[src/rtl/dpArbPkg.sv]
package dpArbPkg;
  localparam int unsigned NUM_PORTS = 2;
  localparam int unsigned PORT_L    = 0;
  localparam int unsigned PORT_R    = 1;

  // per-port view produced by the datapath
  typedef struct packed {
    logic moved;   // {en,addr} differs from the previous sample
    logic active;  // enable
    logic wrReq;   // write request
  } portView_t;

  // strobes from control to datapath
  typedef struct packed {
    logic [NUM_PORTS-1:0] busyNext;
    logic [NUM_PORTS-1:0] okNext;
  } arbStrobe_t;
endpackage

[src/rtl/dpArbDatapath.sv]
module dpArbDatapath
  import dpArbPkg::*;
#(
  parameter int unsigned ADDR_W = 16
) (
  input  logic                                clk,
  input  logic                                rstN,
  input  logic [NUM_PORTS-1:0]                enVec,
  input  logic [NUM_PORTS-1:0]                wrVec,
  input  logic [NUM_PORTS-1:0][ADDR_W-1:0]    addrVec,
  input  arbStrobe_t                          strobe,
  output portView_t [NUM_PORTS-1:0]           view,
  output logic                                match,
  output logic [NUM_PORTS-1:0]                busyQ,
  output logic [NUM_PORTS-1:0]                okQ
);
  logic [NUM_PORTS-1:0]             prevEn;
  logic [NUM_PORTS-1:0][ADDR_W-1:0] prevAddr;

  for (genvar g = 0; g < NUM_PORTS; g++) begin : gPort
    always_ff @(posedge clk or negedge rstN) begin
      if (!rstN) begin
        prevEn[g]   <= 1'b0;
        prevAddr[g] <= '0;
        busyQ[g]    <= 1'b0;
        okQ[g]      <= 1'b0;
      end else begin
        prevEn[g]   <= enVec[g];
        prevAddr[g] <= addrVec[g];
        busyQ[g]    <= strobe.busyNext[g];
        okQ[g]      <= strobe.okNext[g];
      end
    end

    always_comb begin
      view[g].moved  = (enVec[g] != prevEn[g]) || (addrVec[g] != prevAddr[g]);
      view[g].active = enVec[g];
      view[g].wrReq  = wrVec[g];
    end
  end

  assign match = (&enVec) && (addrVec[PORT_L] == addrVec[PORT_R]);
endmodule

[src/rtl/dpArbControl.sv]
module dpArbControl
  import dpArbPkg::*;
#(
  parameter bit MASTER        = 1'b1,
  parameter bit TIE_LEFT_WINS = 1'b1
) (
  input  portView_t [NUM_PORTS-1:0] view,
  input  logic                      match,
  input  logic [NUM_PORTS-1:0]      busyQ,
  input  logic [NUM_PORTS-1:0]      busyIn,
  output arbStrobe_t                strobe
);
  logic                 movedL, movedR, leftLoses;
  logic [NUM_PORTS-1:0] arbBusy, block;

  assign movedL = view[PORT_L].moved;
  assign movedR = view[PORT_R].moved;

  // later arrival loses; same-cycle arrival uses the tie rule; no change holds
  always_comb begin
    if (movedL && !movedR)      leftLoses = 1'b1;
    else if (movedR && !movedL) leftLoses = 1'b0;
    else if (movedL && movedR)  leftLoses = !TIE_LEFT_WINS;
    else                        leftLoses = busyQ[PORT_L];
  end

  always_comb begin
    arbBusy         = '0;
    arbBusy[PORT_L] = match && leftLoses;
    arbBusy[PORT_R] = match && !leftLoses;
    block           = MASTER ? arbBusy : busyIn;
    strobe.busyNext = block;
    for (int p = 0; p < NUM_PORTS; p++) begin
      strobe.okNext[p] = view[p].active && view[p].wrReq && !block[p];
    end
  end
endmodule

[src/rtl/dpCollisionArbiter.sv]
module dpCollisionArbiter
  import dpArbPkg::*;
#(
  parameter int unsigned ADDR_W        = 16,
  parameter bit          MASTER        = 1'b1,
  parameter bit          TIE_LEFT_WINS = 1'b1
) (
  input  logic              clk,
  input  logic              rstN,
  input  logic              enL,
  input  logic [ADDR_W-1:0] addrL,
  input  logic              wrL,
  input  logic              enR,
  input  logic [ADDR_W-1:0] addrR,
  input  logic              wrR,
  input  logic              busyInL,
  input  logic              busyInR,
  output logic              busyL,
  output logic              busyR,
  output logic              writeOkL,
  output logic              writeOkR
);
  logic [NUM_PORTS-1:0]             enVec, wrVec, busyInVec, busyQ, okQ;
  logic [NUM_PORTS-1:0][ADDR_W-1:0] addrVec;
  portView_t [NUM_PORTS-1:0]        view;
  logic                             match;
  arbStrobe_t                       strobe;

  assign enVec     = {enR, enL};
  assign wrVec     = {wrR, wrL};
  assign busyInVec = {busyInR, busyInL};
  assign addrVec   = {addrR, addrL};

  dpArbDatapath #(.ADDR_W(ADDR_W)) uDatapath (
    .clk(clk), .rstN(rstN), .enVec(enVec), .wrVec(wrVec), .addrVec(addrVec),
    .strobe(strobe), .view(view), .match(match), .busyQ(busyQ), .okQ(okQ)
  );

  dpArbControl #(.MASTER(MASTER), .TIE_LEFT_WINS(TIE_LEFT_WINS)) uControl (
    .view(view), .match(match), .busyQ(busyQ), .busyIn(busyInVec), .strobe(strobe)
  );

  assign busyL    = busyQ[PORT_L];
  assign busyR    = busyQ[PORT_R];
  assign writeOkL = okQ[PORT_L];
  assign writeOkR = okQ[PORT_R];
endmodule

[config.mk]
export PLATFORM = sky130hd
export DESIGN_NAME = dpCollisionArbiter
export DESIGN_NICKNAME = d
export VERILOG_FILES = /design/src/rtl/dpArbPkg.sv /design/src/rtl/dpArbDatapath.sv /design/src/rtl/dpArbControl.sv /design/src/rtl/dpCollisionArbiter.sv
export SDC_FILE = /design/constraint.sdc
export NUM_CORES = 1
export LEC_CHECK = 0
export ABC_CLOCK_PERIOD_IN_PS = 2200
export BUFFER_PORTS_ARGS = -buffer_cell sky130_fd_sc_hd__buf_2
export CAP_MARGIN = 40
export CORE_MARGIN = 1
export CORE_UTILIZATION = 35
export CTS_BUF_LIST = sky130_fd_sc_hd__clkbuf_8
export DETAILED_ROUTE_END_ITERATION = 10
export PLACE_DENSITY = 0.68
export SYNTH_ARGS = -nofsm -noshare
export SYNTH_HDL_FRONTEND = slang
export SYNTH_SLANG_ARGS = --single-unit
[constraint.sdc]
create_clock -name clk -period 2.2 [get_ports clk]
set_input_delay 0.33 -clock clk [delete_from_list [all_inputs] [get_ports clk]]
set_output_delay 0.33 -clock clk [all_outputs]
set_load 0.01 [all_outputs]
* After elaboration in Yosys (flattened, before gate mapping)
Cells that the tools add are included.
Cells by class: equality and inequality tests 5, mux-type cells 3, reduce and logical (&&, ||, !) cells 18
Operators with widths (number):
- $ne A16 B16 Y1 | 2
- $eq A16 B16 Y1 | 1
- $logic_and A1 B1 Y1 | 10
- $logic_not A1 Y1 | 5
- $mux W1 | 3
- $logic_or A1 B1 Y1 | 2
- $ne A1 B1 Y1 | 2
- $reduce_and A2 Y1 | 1
Word-level totals: input bits 40, register bits after elaboration 38, logic and storage cells 34, output and inout bits 4

* Depth between registers and ports, before layout
depth after elaboration 10, gate-level depth with buffers 5, depth with buffers taken out 5

* By module
A second synthesis with hierarchy kept.
Unflattened totals: cells, all modules 117, area, all modules 1585.3 um2
Modules (own cells, without submodules):
- dpArbDatapath | area each 1532.7 um2, seq. area each 950.9 um2, instances 1, cells each 110
- dpArbControl | area each 52.6 um2, seq. area each 0.0 um2, instances 1, cells each 7

* Worst setup path before layout
Ideal clock, no wire load.
path kind in2reg, from input addrR[14], to register uDatapath.busyQ[1], arrival time 1.305 ns, library setup time 0.072 ns, stages on the path 5, path slack 0.823 ns, data required time 2.128 ns, path buffers 0, cell sequence xor2_1 nor4_1 nand4_1 or3_1 nor2_1
RTL lines:
- start: declaration | RTL line dpCollisionArbiter.sv:14 | input logic [ADDR_W-1:0] addrR,
- end signal: indexed assignment | RTL line dpArbDatapath.sv:30 | busyQ[g] <= strobe.busyNext[g];
- end: declaration | RTL line dpArbDatapath.sv:14 | output logic [NUM_PORTS-1:0] busyQ,

==> summary.md <==
| Metric | Value |
|---|---|
| Initial antenna violation count | `0` |
| Sequential element share of the synthesized area | `0.615` |
| CP arrival | `roughly 1.7 ns` |
| Family with the most delay on the worst path | `simple AND/OR/NAND/NOR gates` |
| Vias in the first global route | `~1,000` |
| Crit end category | `flip-flop` |
| Async S/R FF share, synth | `1.00` |
| DR vias | `approximately 1,000` |
| Initial DRC Count | `51` |
| Count of final setup violators | `0` |
| Worst-path clk slew | `0.08 ns` |
| Pleak | `a little under 0.9 nW` |
| Worst hold path type | `primary input to asynchronous set/reset pin` |
| Finished Layout Cells | `roughly 220` |
| Cell with the most instances after synthesis | `dfrtp_1` |
| CORE AREA | `just over 4000 um2` |
| # rows | `23` |
| Crit path largest cell delay | `between 0.3 and 0.4 ns` |
| CTS resizes | `0` |
| Storage cell area | `about 950 um2` |
| Die area | `between 4000 and 5000 um2` |
| Max rail drop VDD | `~0.30 mV` |
| Drt total wl | `~3000 um` |
| CTS tree | `built` |
| Max_slew headroom | `0.442` |
| Max-cap violation count | `0` |
| Crit Path Category | `flip-flop to flip-flop` |
| Cell area after synthesis | `about 1500 um2` |
| Global-route wire length before repair | `~4800 um` |
| Status | `finished clean` |
| Area grow syn2layout | `26.2%` |
| Power Dens Cells | `approximately 830 nW/um2` |
| Post-synth EDFFs | `0` |
| Synth top cells by count | `dfrtp_1, xor2_1, xnor2_1` |
| Worst Path Buf+Inv | `0` |
| Top Ports | `44` |
| Achievable frequency | `around 650 MHz` |
| Routed len/inst | `14.2 um` |
| Tmin final | `approximately 1.5 ns` |
| Clk buf depth | `2` |
| Post-placement cell count | `207` |
| Fillcell total | `397` |
| Port Buffer Count | `a little over 40` |
| Synth area leader | `dfrtp_1` |
| Die width | `68.5 um` |
| Cells after synthesis | `about 120` |
| Synth warnings | `0` |
| Worst-margin pin slew | `approximately 0.84 ns` |
| Worst Skew | `approximately 0.0086 ns` |
| Pre-antenna DRT Iters | `4` |
| Vias/cell | `between 4 and 5` |
| Gpl congestion | `about 0.74` |
| Main synth FF type | `dfrtp_1` |
| Top cells by area, synth | `dfrtp_1, xor2_1, xnor2_1, nor4_1, nand4_1` |
| CP startpoint kind | `flip-flop` |
| Clk sinks | `38` |
| Post-DRT Antenna Nets | `0` |
| Setup TNS | `0 ns` |
| Final Max Slew Viols | `0` |
| Hold Fails Final Rpt | `0` |
| Post-CTS Hold Buffers | `0` |
| Seq cells post-synth | `38` |
| Root Buffer | `clkbuf_8` |
| Syn Nets | `roughly 160` |
| Final nets | `204` |
| Multi-input logic area | `between 500 and 600 um2` |
| Period utilization | `0.701` |
| CP Cell Sequence | `xor2_1 -> nor4_1 -> nand3_1 -> a211oi_1 -> a21oi_1` |
| GRT Residual Overflow | `0` |
| Mean Syn Cell Area | `between 10 and 15 um2` |
| Largest net degree at the start of global routing | `39` |
| Critical Path RT | `2.36 ns` |
| HPWL after DPL | `approximately 2400 um` |
| CTS Buf Count | `5` |
| Total GRT Usage | `0.144` |
| Yosys top cell area share | `0.615` |
| Setup Fix Bufs, Post-CTS | `0` |
| Ant diodes | `0` |
| Layout cell share with drive strength beyond 1 | `0.303` |
| Clk Latency, worst-skew pair | `0.29 ns` |
| CP max-delay cell | `dfrtp_1` |
| RSZ-0062 raised after global routing | `false` |
| Distinct cell type count after synthesis | `14` |
| Chip height | `68.5 um` |
| H-tree Lvls | `2` |
| Initial Utilization | `0.376` |
| Post-route DRC | `0` |
| CP max FO | `2` |
[power breakdown]
group	internal [mW]	switching, mW
Sequential	0.731	0.0145
Combinational	0.0775	0.0878
Clock	0.454	0.249
Total	1.26	0.351
[worst register-to-register path: stages, from the launching register on]
cell and delay [ns]:
dfrtp_1 0.38, xor2_1 0.14, nor4_1 0.32, nand3_1 0.16
a211oi_1 0.31, a21oi_1 0.11
[worst paths after layout]
check                                                      start                          endpoint  slack, ns  depth (start not counted)
worst max register to register  uDatapath.prevAddr[25]$_DFF_PN0_        uDatapath.okQ[0]$_DFF_PN0_       0.66                          5
worst max-delay path            uDatapath.prevAddr[25]$_DFF_PN0_        uDatapath.okQ[0]$_DFF_PN0_       0.66                          5
worst min-delay path                                        rstN     uDatapath.prevEn[1]$_DFF_PN0_       0.14                          1
min in group clk                                        addrL[2]   uDatapath.prevAddr[2]$_DFF_PN0_       0.19                          1
worst min register to register  uDatapath.prevAddr[27]$_DFF_PN0_      uDatapath.busyQ[1]$_DFF_PN0_       0.72                          4
max in group asynchronous                                   rstN  uDatapath.prevAddr[13]$_DFF_PN0_       1.53                          1
[layout make-up]
class,count,area share
clock buffers,5,0.0353
clock inverters,3,0.0353
multi-input cells,78,0.305
flip-flops and latches,38,0.487
well taps,50,0.0321
repair buffers,41,0.105
[flip-flops by register name, indices dropped and copies added (netlist names)]
signal / count
uDatapath.okQ: 2
uDatapath.prevEn: 2
uDatapath.busyQ: 2
uDatapath.prevAddr: 32
[cells by family (layout without fill, tap and decap cells)]
family                    count (synthesis)  in the layout  share of synthesized area
xor gates and xnor gates                 50             50                      0.283
DFF                                      38             38                      0.615
and+or+nand+nor                          24             24                     0.0850
AOI/OAI and AO/OA                         4              4                     0.0170
buffers and inverters                     0             49                          0
[through the flow]
| stage | hold WS, ns | power, mW | instance area (um2) | worst slack [ns] | util |
|---|---|---|---|---|---|
| after detailed placement | 0.482 | 0.928 | 1810 | 0.473 | 0.441 |
| after global routing | 0.178 | 1.68 | 1950 | 0.500 | 0.474 |
| after global placement | 0.454 | 0.922 | 1810 | 0.472 | 0.441 |
| final | 0.143 | 1.61 | 1950 | 0.659 | 0.474 |
| after floorplan | 0.0344 | 0.835 | 1550 | 0.823 | - |
| after CTS | 0.168 | 1.63 | 1950 | 0.651 | 0.474 |
[placed cells by master (no fill, tap or decap)]
master	synthesis	layout
buf_2	0	41
dfrtp_1	38	38
xor2_1	28	28
xnor2_1	22	22
nor4_1	6	6
nand4_1	5	5
clkbuf_8	0	5
nor3_1	4	4
nand3_1	3	3
nor2_1	2	2
nand2_1	2	2
a21oi_1	2	2
bufinv_16	0	2
nand2_2	1	1
or3_1	1	1
a211o_1	1	1
a211oi_1	1	1
clkinv_4	0	1
[layer usage]
| layer | wire [um] | vias up | track usage |
|---|---|---|---|
| met5 | 0 | - | 0 |
| met4 | 28 | 0 | 0.0469 |
| met3 | 176 | 4 | 0.0350 |
| met2 | 1520 | 35 | 0.228 |
| met1 | 1340 | 492 | 0.192 |
| li1 | - | 486 | - |
(Power assumes the default switching activity.)
